<file path="src/rtl/mpf_pkg.sv">
package mpf_pkg;
  typedef enum logic [1:0] {
    RX_IDLE  = 2'd0,
    RX_START = 2'd1,
    RX_BITS  = 2'd2
  } rx_state_e;

  typedef struct packed {
    logic ready;
    logic ferr;
    logic ovr;
    logic mpf;
  } rx_flags_t;

  // number of sampled bits that follow the start bit
  function automatic int unsigned bits_after_start(int unsigned data_bits, logic mp);
    return data_bits + 1 + (mp ? 1 : 0);
  endfunction
endpackage

</file>
<file path="src/rtl/mpf_sampler.sv">
module mpf_sampler
  import mpf_pkg::*;
#(
  parameter int unsigned OSR         = 16,
  parameter int unsigned DATA_BITS   = 8,
  parameter int unsigned SYNC_STAGES = 2
) (
  input  logic                 clk,
  input  logic                 rst_n,
  input  logic                 os_tick,
  input  logic                 rxd_in,
  input  logic                 mp_mode,
  output logic                 frame_done,
  output logic [DATA_BITS-1:0] frame_data,
  output logic                 frame_mpb,
  output logic                 frame_stop_ok
);
  localparam int unsigned HALF = OSR / 2;
  localparam int unsigned CW   = $clog2(OSR);
  localparam int unsigned NB   = DATA_BITS + 2;
  localparam int unsigned IW   = $clog2(NB + 1);

  logic [SYNC_STAGES-1:0] sync_q;
  logic                   rxd_s;
  rx_state_e              state;
  logic [CW-1:0]          cnt;
  logic [IW-1:0]          idx;
  logic [NB-1:0]          bits_q, bits_nx;
  logic                   mp_lat, prev;
  logic                   last_bit;

  always_ff @(posedge clk or negedge rst_n) begin
    if (!rst_n) sync_q <= '1;
    else        sync_q <= {sync_q[SYNC_STAGES-2:0], rxd_in};
  end
  assign rxd_s = sync_q[SYNC_STAGES-1];

  assign last_bit = (int'(idx) == int'(bits_after_start(DATA_BITS, mp_lat)) - 1);

  always_comb begin
    bits_nx      = bits_q;
    bits_nx[idx] = rxd_s;
  end

  always_ff @(posedge clk or negedge rst_n) begin
    if (!rst_n) begin
      state         <= RX_IDLE;
      cnt           <= '0;
      idx           <= '0;
      bits_q        <= '0;
      mp_lat        <= 1'b0;
      prev          <= 1'b1;
      frame_done    <= 1'b0;
      frame_data    <= '0;
      frame_mpb     <= 1'b0;
      frame_stop_ok <= 1'b0;
    end else begin
      frame_done <= 1'b0;
      if (os_tick) begin
        unique case (state)
          RX_IDLE: begin
            prev <= rxd_s;
            if (prev && !rxd_s) begin
              state  <= RX_START;
              cnt    <= '0;
              mp_lat <= mp_mode;
            end
          end
          RX_START: begin
            if (cnt == CW'(HALF - 1)) begin
              if (rxd_s) begin
                state <= RX_IDLE;
                prev  <= 1'b1;
              end else begin
                state <= RX_BITS;
                cnt   <= '0;
                idx   <= '0;
              end
            end else begin
              cnt <= cnt + 1'b1;
            end
          end
          RX_BITS: begin
            if (cnt == CW'(OSR - 1)) begin
              cnt    <= '0;
              bits_q <= bits_nx;
              idx    <= idx + 1'b1;
              if (last_bit) begin
                frame_done    <= 1'b1;
                frame_data    <= bits_nx[DATA_BITS-1:0];
                frame_mpb     <= mp_lat ? bits_nx[DATA_BITS] : 1'b0;
                frame_stop_ok <= mp_lat ? bits_nx[DATA_BITS+1] : bits_nx[DATA_BITS];
                state         <= RX_IDLE;
                prev          <= rxd_s;
              end
            end else begin
              cnt <= cnt + 1'b1;
            end
          end
          default: state <= RX_IDLE;
        endcase
      end
    end
  end
endmodule

</file>
<file path="src/rtl/mpf_status.sv">
module mpf_status
  import mpf_pkg::*;
#(
  parameter int unsigned DATA_BITS = 8
) (
  input  logic                 clk,
  input  logic                 rst_n,
  input  logic                 frame_done,
  input  logic [DATA_BITS-1:0] frame_data,
  input  logic                 frame_mpb,
  input  logic                 frame_stop_ok,
  input  logic                 filter_on,
  input  logic                 wait_wr,
  input  logic                 wait_wdata,
  input  logic                 clr_ready,
  input  logic                 clr_ferr,
  input  logic                 clr_ovr,
  output logic [DATA_BITS-1:0] rx_data,
  output rx_flags_t            flags,
  output logic                 wait_id,
  output logic                 filter_active,
  output logic                 frame_accept,
  output logic                 frame_drop
);
  logic id_hit;

  assign filter_active = wait_id & filter_on;
  assign frame_drop    = frame_done & filter_active & ~frame_mpb;
  assign frame_accept  = frame_done & ~frame_drop;
  assign id_hit        = frame_accept & filter_active;

  always_ff @(posedge clk or negedge rst_n) begin
    if (!rst_n) begin
      rx_data <= '0;
      flags   <= '0;
    end else begin
      if (clr_ready) flags.ready <= 1'b0;
      if (clr_ferr)  flags.ferr  <= 1'b0;
      if (clr_ovr)   flags.ovr   <= 1'b0;
      if (frame_accept) begin
        flags.mpf <= frame_mpb;
        if (!frame_stop_ok) flags.ferr <= 1'b1;
        if (flags.ready) begin
          flags.ovr <= 1'b1;
        end else begin
          rx_data     <= frame_data;
          flags.ready <= 1'b1;
        end
      end
    end
  end

  always_ff @(posedge clk or negedge rst_n) begin
    if (!rst_n)       wait_id <= 1'b0;
    else if (wait_wr) wait_id <= wait_wdata;
    else if (id_hit)  wait_id <= 1'b0;
  end
endmodule

</file>
<file path="src/rtl/mp_rx_filter.sv">
module mp_rx_filter
  import mpf_pkg::*;
#(
  parameter int unsigned OSR         = 16,
  parameter int unsigned DATA_BITS   = 8,
  parameter int unsigned SYNC_STAGES = 2
) (
  input  logic                 clk,
  input  logic                 rst_n,
  input  logic                 os_tick,
  input  logic                 rxd,
  input  logic                 mp_mode,
  input  logic                 sync_mode,
  input  logic                 wait_wr,
  input  logic                 wait_wdata,
  input  logic                 clr_ready,
  input  logic                 clr_ferr,
  input  logic                 clr_ovr,
  input  logic                 rx_int_en,
  input  logic                 err_int_en,
  output logic [DATA_BITS-1:0] rx_data,
  output logic                 ready,
  output logic                 ferr,
  output logic                 ovr,
  output logic                 mp_flag,
  output logic                 wait_id,
  output logic                 rx_irq,
  output logic                 err_irq
);
  logic                 frame_done, frame_mpb, frame_stop_ok;
  logic [DATA_BITS-1:0] frame_data;
  logic                 filter_on, filter_active, frame_accept, frame_drop;
  rx_flags_t            flags;

  function automatic logic irq_gate(logic src, logic en, logic masked);
    return src & en & ~masked;
  endfunction

  assign filter_on = mp_mode & ~sync_mode;

  mpf_sampler #(.OSR(OSR), .DATA_BITS(DATA_BITS), .SYNC_STAGES(SYNC_STAGES)) sampler_i (
    .clk(clk), .rst_n(rst_n), .os_tick(os_tick), .rxd_in(rxd), .mp_mode(mp_mode),
    .frame_done(frame_done), .frame_data(frame_data), .frame_mpb(frame_mpb),
    .frame_stop_ok(frame_stop_ok)
  );

  mpf_status #(.DATA_BITS(DATA_BITS)) status_i (
    .clk(clk), .rst_n(rst_n), .frame_done(frame_done), .frame_data(frame_data),
    .frame_mpb(frame_mpb), .frame_stop_ok(frame_stop_ok), .filter_on(filter_on),
    .wait_wr(wait_wr), .wait_wdata(wait_wdata), .clr_ready(clr_ready),
    .clr_ferr(clr_ferr), .clr_ovr(clr_ovr), .rx_data(rx_data), .flags(flags),
    .wait_id(wait_id), .filter_active(filter_active), .frame_accept(frame_accept),
    .frame_drop(frame_drop)
  );

  assign ready   = flags.ready;
  assign ferr    = flags.ferr;
  assign ovr     = flags.ovr;
  assign mp_flag = flags.mpf;
  assign rx_irq  = irq_gate(flags.ready, rx_int_en, filter_active);
  assign err_irq = irq_gate(flags.ferr | flags.ovr, err_int_en, filter_active);
endmodule

</file>
<file path="config.mk">
export PLATFORM = sky130hd
export DESIGN_NAME = mp_rx_filter
export DESIGN_NICKNAME = d
export VERILOG_FILES = /design/src/rtl/mpf_pkg.sv /design/src/rtl/mpf_sampler.sv /design/src/rtl/mpf_status.sv /design/src/rtl/mp_rx_filter.sv
export SDC_FILE = /design/constraint.sdc
export NUM_CORES = 1
export LEC_CHECK = 0
export ABC_CLOCK_PERIOD_IN_PS = 2750
export BUFFER_PORTS_ARGS = -buffer_cell sky130_fd_sc_hd__buf_2
export CORE_UTILIZATION = 45
export DETAILED_ROUTE_END_ITERATION = 16
export PLACE_DENSITY_LB_ADDON = 0.1
export RECOVER_POWER = 25
export SYNTH_ARGS = -nofsm -noshare
export SYNTH_HDL_FRONTEND = slang
export SYNTH_SLANG_ARGS = --single-unit
export TNS_END_PERCENT = 30
</file>
<file path="constraint.sdc">
create_clock -name clk -period 2.75 [get_ports clk]
set_input_delay 0.6875 -clock clk [delete_from_list [all_inputs] [get_ports clk]]
set_output_delay 0.6875 -clock clk [all_outputs]
set_load 0.02 [all_outputs]
</file>
==> metrics, run 1 <==
Vias 1,666; H-tree lvl count 2; Reg-to-Reg End sampler_i.state[1]$_DFFE_PN0P_; crit share post-route 79.1%; ANT cells 0; Reg2Reg Launch Point sampler_i.state[0]$_DFFE_PN0P_; final hold slack approximately 0.36 ns; highest clock rate about 460 MHz; Die H 74.5 um; maxcap violations 0; outcome complete, no violations; Worst EP arrival about 2.4 ns; Yosys reg bits 48; Critical Path Source sampler_i.state[0]$_DFFE_PN0P_; largest family of logic cells by synthesized area multiplexers; P&R area growth vs syn 13.2%; Period minus WS final 2.18 ns; share of post-route cells with drive strength above 1 26.4%; Clock Latency Late Sink 0.30 ns; syn_area_per_cell 11.0 um2; Synth cell types between 40 and 50; CP startpoint kind flop; Hold Path Cell Cnt 0; synth warn 0; GRT Residual Overflow 0; Multi-input gate area 0.00109 mm2; drt initial violations 66; final setup TNS 0 ns; Reg area 0.00120 mm2; CP max FO 9; Nets 272; crit path cell chain inv_1 -> ha_1 -> or2_2 -> o211ai_1 -> nand4_1 -> mux2_2; register area share after synthesis 50.9%; Setup Crit Path Kind flop to flop; Final setup viols 0; Post-Synth Adder-Cell Area 5.29%; Core Area 0.00507 mm2; worst setup margin 0.574 ns; CP top delay family simple AND/OR/NAND/NOR gates; final wirelength 4.21 mm; final instance area around 0.0027 mm2; clock tree buffer depth 2; Placed Area 0.00261 mm2; clk root buf clkbuf_8; DRT Pass-1 Iters 4; count of clock tree sinks 48; VDD IR max 305 uV; register clock-pin slew on the reported worst setup and hold paths 0.09 ns; post-detail-place hpwl 3.03 mm; Synth area leaders dfrtp_1 (48%), mux2_2 (9.5%), mux2i_1 (5.5%), ha_1 (5.3%), nand2_1 (4.1%); EDFF count, synth 0; IO Count 28; final setup skew 0.00677 ns; Port Buffers 27; largest net degree at the start of global routing 49; post-route antenna net violation count 0; CP max-delay cell dfrtp_1; die width roughly 75 um; Yosys top cell area share between 40% and 50%; Place WS 0.589 ns; crit-path max cell delay about 0.40 ns; vias in the first global route 1,545; Required @ worst endpoint 2.94 ns; Worst R2R Setup Slack 0.57 ns; post-cts sizing count 0; mux cell area share after synthesis around 15%; CTS tree done; Hold Path Sink sampler_i.sync_q[1]$_DFF_PN1_; Critical Path End Type flop; initial antenna violation count 0; full die area approximately 0.0056 mm2; slew margin rel. a little under a quarter; Compound-Gate Fraction of Synth Area 9.73%; Worst Hold Class flop to flop; total CTS buffers 5; Synth Cell Area 0.00237 mm2; PwrDens 655 mW/mm2; number of hold buffers added after CTS 0; post-synthesis cell count 216; wire per inst 13.2 um; final hold violation count 0; Buf/Inv on CP 1; hold path start sampler_i.sync_q[0]$_DFF_PN1_; Starting Density 46.6%; vias per cell 5.21; Async S/R FF share, synth between 90% and 100%; R2R cell count 6; post-synth top area cell dfrtp_1; wire length of the first global-routing pass around 7.1 mm; Filler Cell Count 471; Routability Congestion 0.800; Synth Flop Type dfrtp_1; xor/xnor share of the synthesized area 0.370%; Synthesized Nets 239; GRT Total Usage roughly 17%; LEAKAGE 1.36 nW; simple-gate share of the synthesized area 15.4%; Slew Limit Fails 0; DRC Markers 0; post-CTS setup buffers 0; RSZ-0062 raised after global routing false; row count 26; worst-margin pin slew 1.15 ns
[how the worst max path moves through the flow]
stage / slack (ns) / endpoint / depth (start not counted)
floorplan: 0.82 / sampler_i.state[0]$_DFFE_PN0P_ / 6
global placement: 0.63 / sampler_i.state[0]$_DFFE_PN0P_ / 6
detailed placement: 0.59 / sampler_i.state[1]$_DFFE_PN0P_ / 6
CTS: 0.57 / sampler_i.state[1]$_DFFE_PN0P_ / 6
global route: 0.41 / sampler_i.state[1]$_DFFE_PN0P_ / 6
finish: 0.57 / sampler_i.state[1]$_DFFE_PN0P_ / 6
[where the power goes]
part / internal [mW] / total, mW / switching, mW
combinational: 0.210 / 0.499 / 0.289
sequential: 0.772 / 0.846 / 0.0744
clock: 0.177 / 0.410 / 0.233
total: 1.16 / 1.76 / 0.596
[Yosys cell counts, types with 2 or more instances]
library cell and instances:
inv_1 11, clkbuf_1 2, dfstp_2 3, nand3_1 4, nand3b_1 4, mux2_2 20
nand2_1 26, nand4_1 3, o21ai_0 6, nand2b_1 4, mux2i_1 13, o22ai_1 2
a21oi_1 13, a31oi_1 3, nor3_1 2, and3_1 2, nand4b_1 2, nor2_1 14
o211a_1 2, or2_2 2, buf_2 2, dfrtp_1 45, nor2b_1 2, ha_1 10
[final cells by class]
cell class              count  area share, %
multi-input cells         152           40.9
repair buffers             31           6.07
clock inverters             3          0.701
well taps                  70           3.27
flip-flops and latches     48           45.0
clock buffers               5           2.57
inverters                  11           1.54
[stage by stage]
step / power (mW) / std cells / util, %
2_1_floorplan: 1.23 / 216 / -
3_3_place_gp: 1.37 / 312 / 51.4
3_5_place_dp: 1.36 / 312 / 51.4
4_1_cts: 1.78 / 320 / 53.1
5_1_grt: 1.90 / 320 / 52.8
6_report: 1.76 / 320 / 52.8
[logic make-up (layout without fill, tap and decap cells)]
family / after synthesis / count (layout)
compound gates: 35 / 35
xor+xnor: 1 / 1
fa+ha+maj: 10 / 10
buf+inv: 16 / 50
flops: 48 / 48
mux: 34 / 34
simple gates: 72 / 72
[layout by cell type, fill, tap and decap left out, drive strengths merged, types with 2 or more instances in the layout]
| cell type | instances |
|---|---|
| a21oi | 13 |
| a31oi | 3 |
| and3 | 2 |
| buf | 30 |
| clkbuf | 6 |
| clkinv | 3 |
| dfrtp | 45 |
| dfstp | 3 |
| ha | 10 |
| inv | 11 |
| mux2 | 21 |
| mux2i | 13 |
| nand2 | 26 |
| nand2b | 4 |
| nand3 | 4 |
| nand3b | 4 |
| nand4 | 3 |
| nand4b | 2 |
| nor2 | 14 |
| nor2b | 2 |
| nor3 | 2 |
| nor4 | 2 |
| o211a | 2 |
| o21ai | 6 |
| o22ai | 2 |
| or2 | 2 |
[sequential cells by signal, summed over array words and instances (netlist names)]
signal and cells:
sampler_i.frame_done 1, sampler_i.cnt 4, sampler_i.frame_data 8, sampler_i.idx 4, status_i.rx_data 8, sampler_i.sync_q 2, status_i.flags 4, sampler_i.bits_q 10
sampler_i.frame_stop_ok 1, status_i.wait_id 1, sampler_i.prev 1, sampler_i.frame_mpb 1, sampler_i.mp_lat 1, sampler_i.state 2
[per-layer routing]
metal  vias up  wire length [um]  track usage [%]
met2        30              1820             26.3
met4         0                51             5.66
met1       802              2210             23.9
met5         -                 0                0
li1        828                 -                -
met3         6               128             4.07
[worst register-to-register path: cells and delay by family (launching register included)]
kind / cells / cell delay [ns]
fa+ha+maj: 1 / 0.30
simple gates: 2 / 0.56
mux: 1 / 0.32
flops: 1 / 0.40
compound gates: 1 / 0.40
buf+inv: 1 / 0.09
Power figures use the tool's default switching activity.
==> run 2: changes to the inputs <==
--- a/config.mk
+++ b/config.mk
@@ -5,7 +5,7 @@
 export SDC_FILE = /design/constraint.sdc
 export NUM_CORES = 1
 export LEC_CHECK = 0
-export ABC_CLOCK_PERIOD_IN_PS = 2750
+export ABC_CLOCK_PERIOD_IN_PS = 2200
 export BUFFER_PORTS_ARGS = -buffer_cell sky130_fd_sc_hd__buf_2
 export CORE_UTILIZATION = 45
 export DETAILED_ROUTE_END_ITERATION = 16
==> constraint.sdc (replaced) <==
create_clock -name clk -period 2.2 [get_ports clk]
set_input_delay 0.55 -clock clk [delete_from_list [all_inputs] [get_ports clk]]
set_output_delay 0.55 -clock clk [all_outputs]
set_load 0.02 [all_outputs]
==> metrics, run 2 (same netlist as run 1, synthesis figures left out) <==
Reg with most FFs sampler_i.bits_q (unchanged); LEAKAGE 1.39 nW (was 1.36 nW); GRT Residual Overflow 0 (unchanged); worst-margin pin slew 1.15 ns (about the same); most frequent cells in the layout dfrtp_1 (45), buf_2 (27), nand2_1 (26) (unchanged); die width 74.5 um (unchanged); crit-path max cell delay 0.40 ns (about the same); global routing usage on met1 23.7% (was 23.9%); DRC Markers 0 (unchanged); wire per inst 13.2 um (about the same); VDD IR max 465 uV (was 305 uV); count of clock tree sinks 48 (unchanged); final wirelength 4.28 mm (was 4.21 mm); wire length of the first global-routing pass 7.07 mm (was 7.13 mm); Worst EP arrival 2.21 ns (was 2.36 ns); Critical Path End Type flop (unchanged); CP startpoint kind flop (unchanged); non-filler instance count after layout 324 (was 320); Worst R2R Setup Slack 0.18 ns (was 0.57 ns); Filler Cell Count 468 (was 471); met3 usage 3.66% (was 4.07%); Period minus WS final 2.02 ns (was 2.18 ns); CTS tree done (unchanged); vias in the first global route 1,521 (was 1,545); Placed Area 0.00262 mm2 (was 0.00261 mm2); P&R area growth vs syn 16.1% (was 13.2%); total CTS buffers 5 (unchanged); Starting Density 46.6% (unchanged); H-tree lvl count 2 (unchanged); Die H 74.5 um (unchanged); most common cell after layout, fill and taps aside dfrtp_1 (unchanged); Required @ worst endpoint 2.39 ns (was 2.94 ns); slew margin rel. 23.2% (was 23.5%); Slew Limit Fails 0 (unchanged); outcome complete, no violations (unchanged); Design Power 2.37 mW (was 1.76 mW); CP max-delay cell dfrtp_1 (unchanged); vias per cell 5.13 (was 5.21); final setup skew 0.00786 ns (was 0.00677 ns); crit path cell chain inv_1 -> ha_2 -> or2_2 -> o211ai_1 -> nand4_1 -> mux2_2 (was inv_1 -> ha_1 -> or2_2 -> o211ai_1 -> nand4_1 -> mux2_2); final instance area 0.00275 mm2 (was 0.00268 mm2); final hold violation count 0 (unchanged); Regs by FF count sampler_i.bits_q x10, sampler_i.frame_data x8, status_i.rx_data x8 (unchanged); crit share post-route 91.7% (was 79.1%); GRT Total Usage 17.0% (was 17.1%); final setup TNS 0 ns (unchanged); initial antenna violation count 0 (unchanged); drt initial violations 53 (was 66); Clock Latency Late Sink 0.30 ns (about the same); largest net degree at the start of global routing 49 (unchanged); CP max FO 9 (unchanged); GRT met2 Usage 26.3% (unchanged); maxcap violations 0 (unchanged); RSZ-0062 raised after global routing false (unchanged); row count 26 (unchanged); Setup Crit Path Kind flop to flop (unchanged); share of post-route cells with drive strength above 1 28.0% (was 26.4%); Routability Congestion 0.791 (was 0.800); Final setup viols 0 (unchanged); register clock-pin slew on the reported worst setup and hold paths 0.09 ns (about the same); full die area 0.00555 mm2 (unchanged); Vias 1,662 (was 1,666); Largest register FFs 10 (unchanged); post-detail-place hpwl 3.05 mm (was 3.03 mm); IO Count 28 (unchanged); post-route antenna net violation count 0 (unchanged); Core Area 0.00507 mm2 (unchanged); highest clock rate 496 MHz (was 460 MHz); Worst Hold Class input port to flop (was flop to flop); clk root buf clkbuf_8 (unchanged); Nets 276 (was 272); PwrDens 861 mW/mm2 (was 655 mW/mm2); Port Buffers 27 (unchanged); ANT cells 0 (unchanged); clock tree buffer depth 2 (unchanged); placed cells 316 (was 312); DRT Pass-1 Iters 4 (unchanged); layer with the highest usage met2 (unchanged)
==> run 2: cell types whose count changed in the layout (fill, tap and decap cells not counted), sizes merged <==
cell | previous run | this run
buf | 30 | 34
clkinv | 3 | 0
bufinv | 0 | 1
clkinvlp | 0 | 1
inv | 11 | 12
==> run 2: worst paths after layout <==
check | to | depth (start not counted) | start
worst max-delay path | sampler_i.state[1]$_DFFE_PN0P_ | 6 | sampler_i.state[0]$_DFFE_PN0P_
worst min-delay path | sampler_i.sync_q[0]$_DFF_PN1_ | 1 | rxd
worst max register to register | sampler_i.state[1]$_DFFE_PN0P_ | 6 | sampler_i.state[0]$_DFFE_PN0P_
worst min register to register | sampler_i.sync_q[1]$_DFF_PN1_ | 0 | sampler_i.sync_q[0]$_DFF_PN1_
max in group asynchronous | sampler_i.bits_q[1]$_DFFE_PN0P_ | 2 | rst_n
min in group asynchronous | status_i.flags[0]$_DFFE_PN0P_ | 2 | rst_n
==> run 2: layout make-up <==
| type | count | area, um2 | area share [%] |
|---|---|---|---|
| Timing Repair Buffer | 35 | 193 | 7.01 |
| Tap cell | 70 | 87.6 | 3.19 |
| Clock buffer | 5 | 68.8 | 2.50 |
| Multi-Input combinational cell | 152 | 1110 | 40.3 |
| Clock inverter | 3 | 46.3 | 1.68 |
| Sequential cell | 48 | 1200 | 43.9 |
| Inverter | 11 | 41.3 | 1.50 |
==> run 2: worst max-delay path: cells and delay by family, from the launching register on <==
family | cells | cell delay (ns)
fa+ha+maj | 1 | 0.24
simple gates | 2 | 0.51
flops | 1 | 0.40
mux | 1 | 0.31
compound gates | 1 | 0.35
buf+inv | 1 | 0.09
==> run 2: metal layers <==
| metal | wire length [um] | vias up |
|---|---|---|
| met5 | 0 | - |
| met3 | 126 | 7 |
| li1 | - | 831 |
| met4 | 55 | 0 |
| met1 | 2250 | 792 |
| met2 | 1850 | 32 |
==> run 2: per-stage QoR <==
stage | hold slack, ns | worst slack [ns] | util, %
2_1_floorplan | 0.254 | 0.273 | -
3_3_place_gp | 0.347 | 0.176 | 51.7
3_5_place_dp | 0.348 | 0.0955 | 51.7
4_1_cts | 0.328 | 0.0987 | 54.0
5_1_grt | 0.321 | 0.0333 | 54.1
6_report | 0.340 | 0.183 | 54.1
==> run 2: what timing repair did <==
action / CTS / global route
setup buffers: 0 / 0
endpoints found under the setup margin: 0 / 10
hold buffers: 0 / 0
gates resized for setup: 0 / 2
==> run 2: where the power goes <==
group	switching [mW]	internal (mW)
Clock	0.311	0.343
Sequential	0.0898	0.965
Combinational	0.379	0.278
Total	0.780	1.59
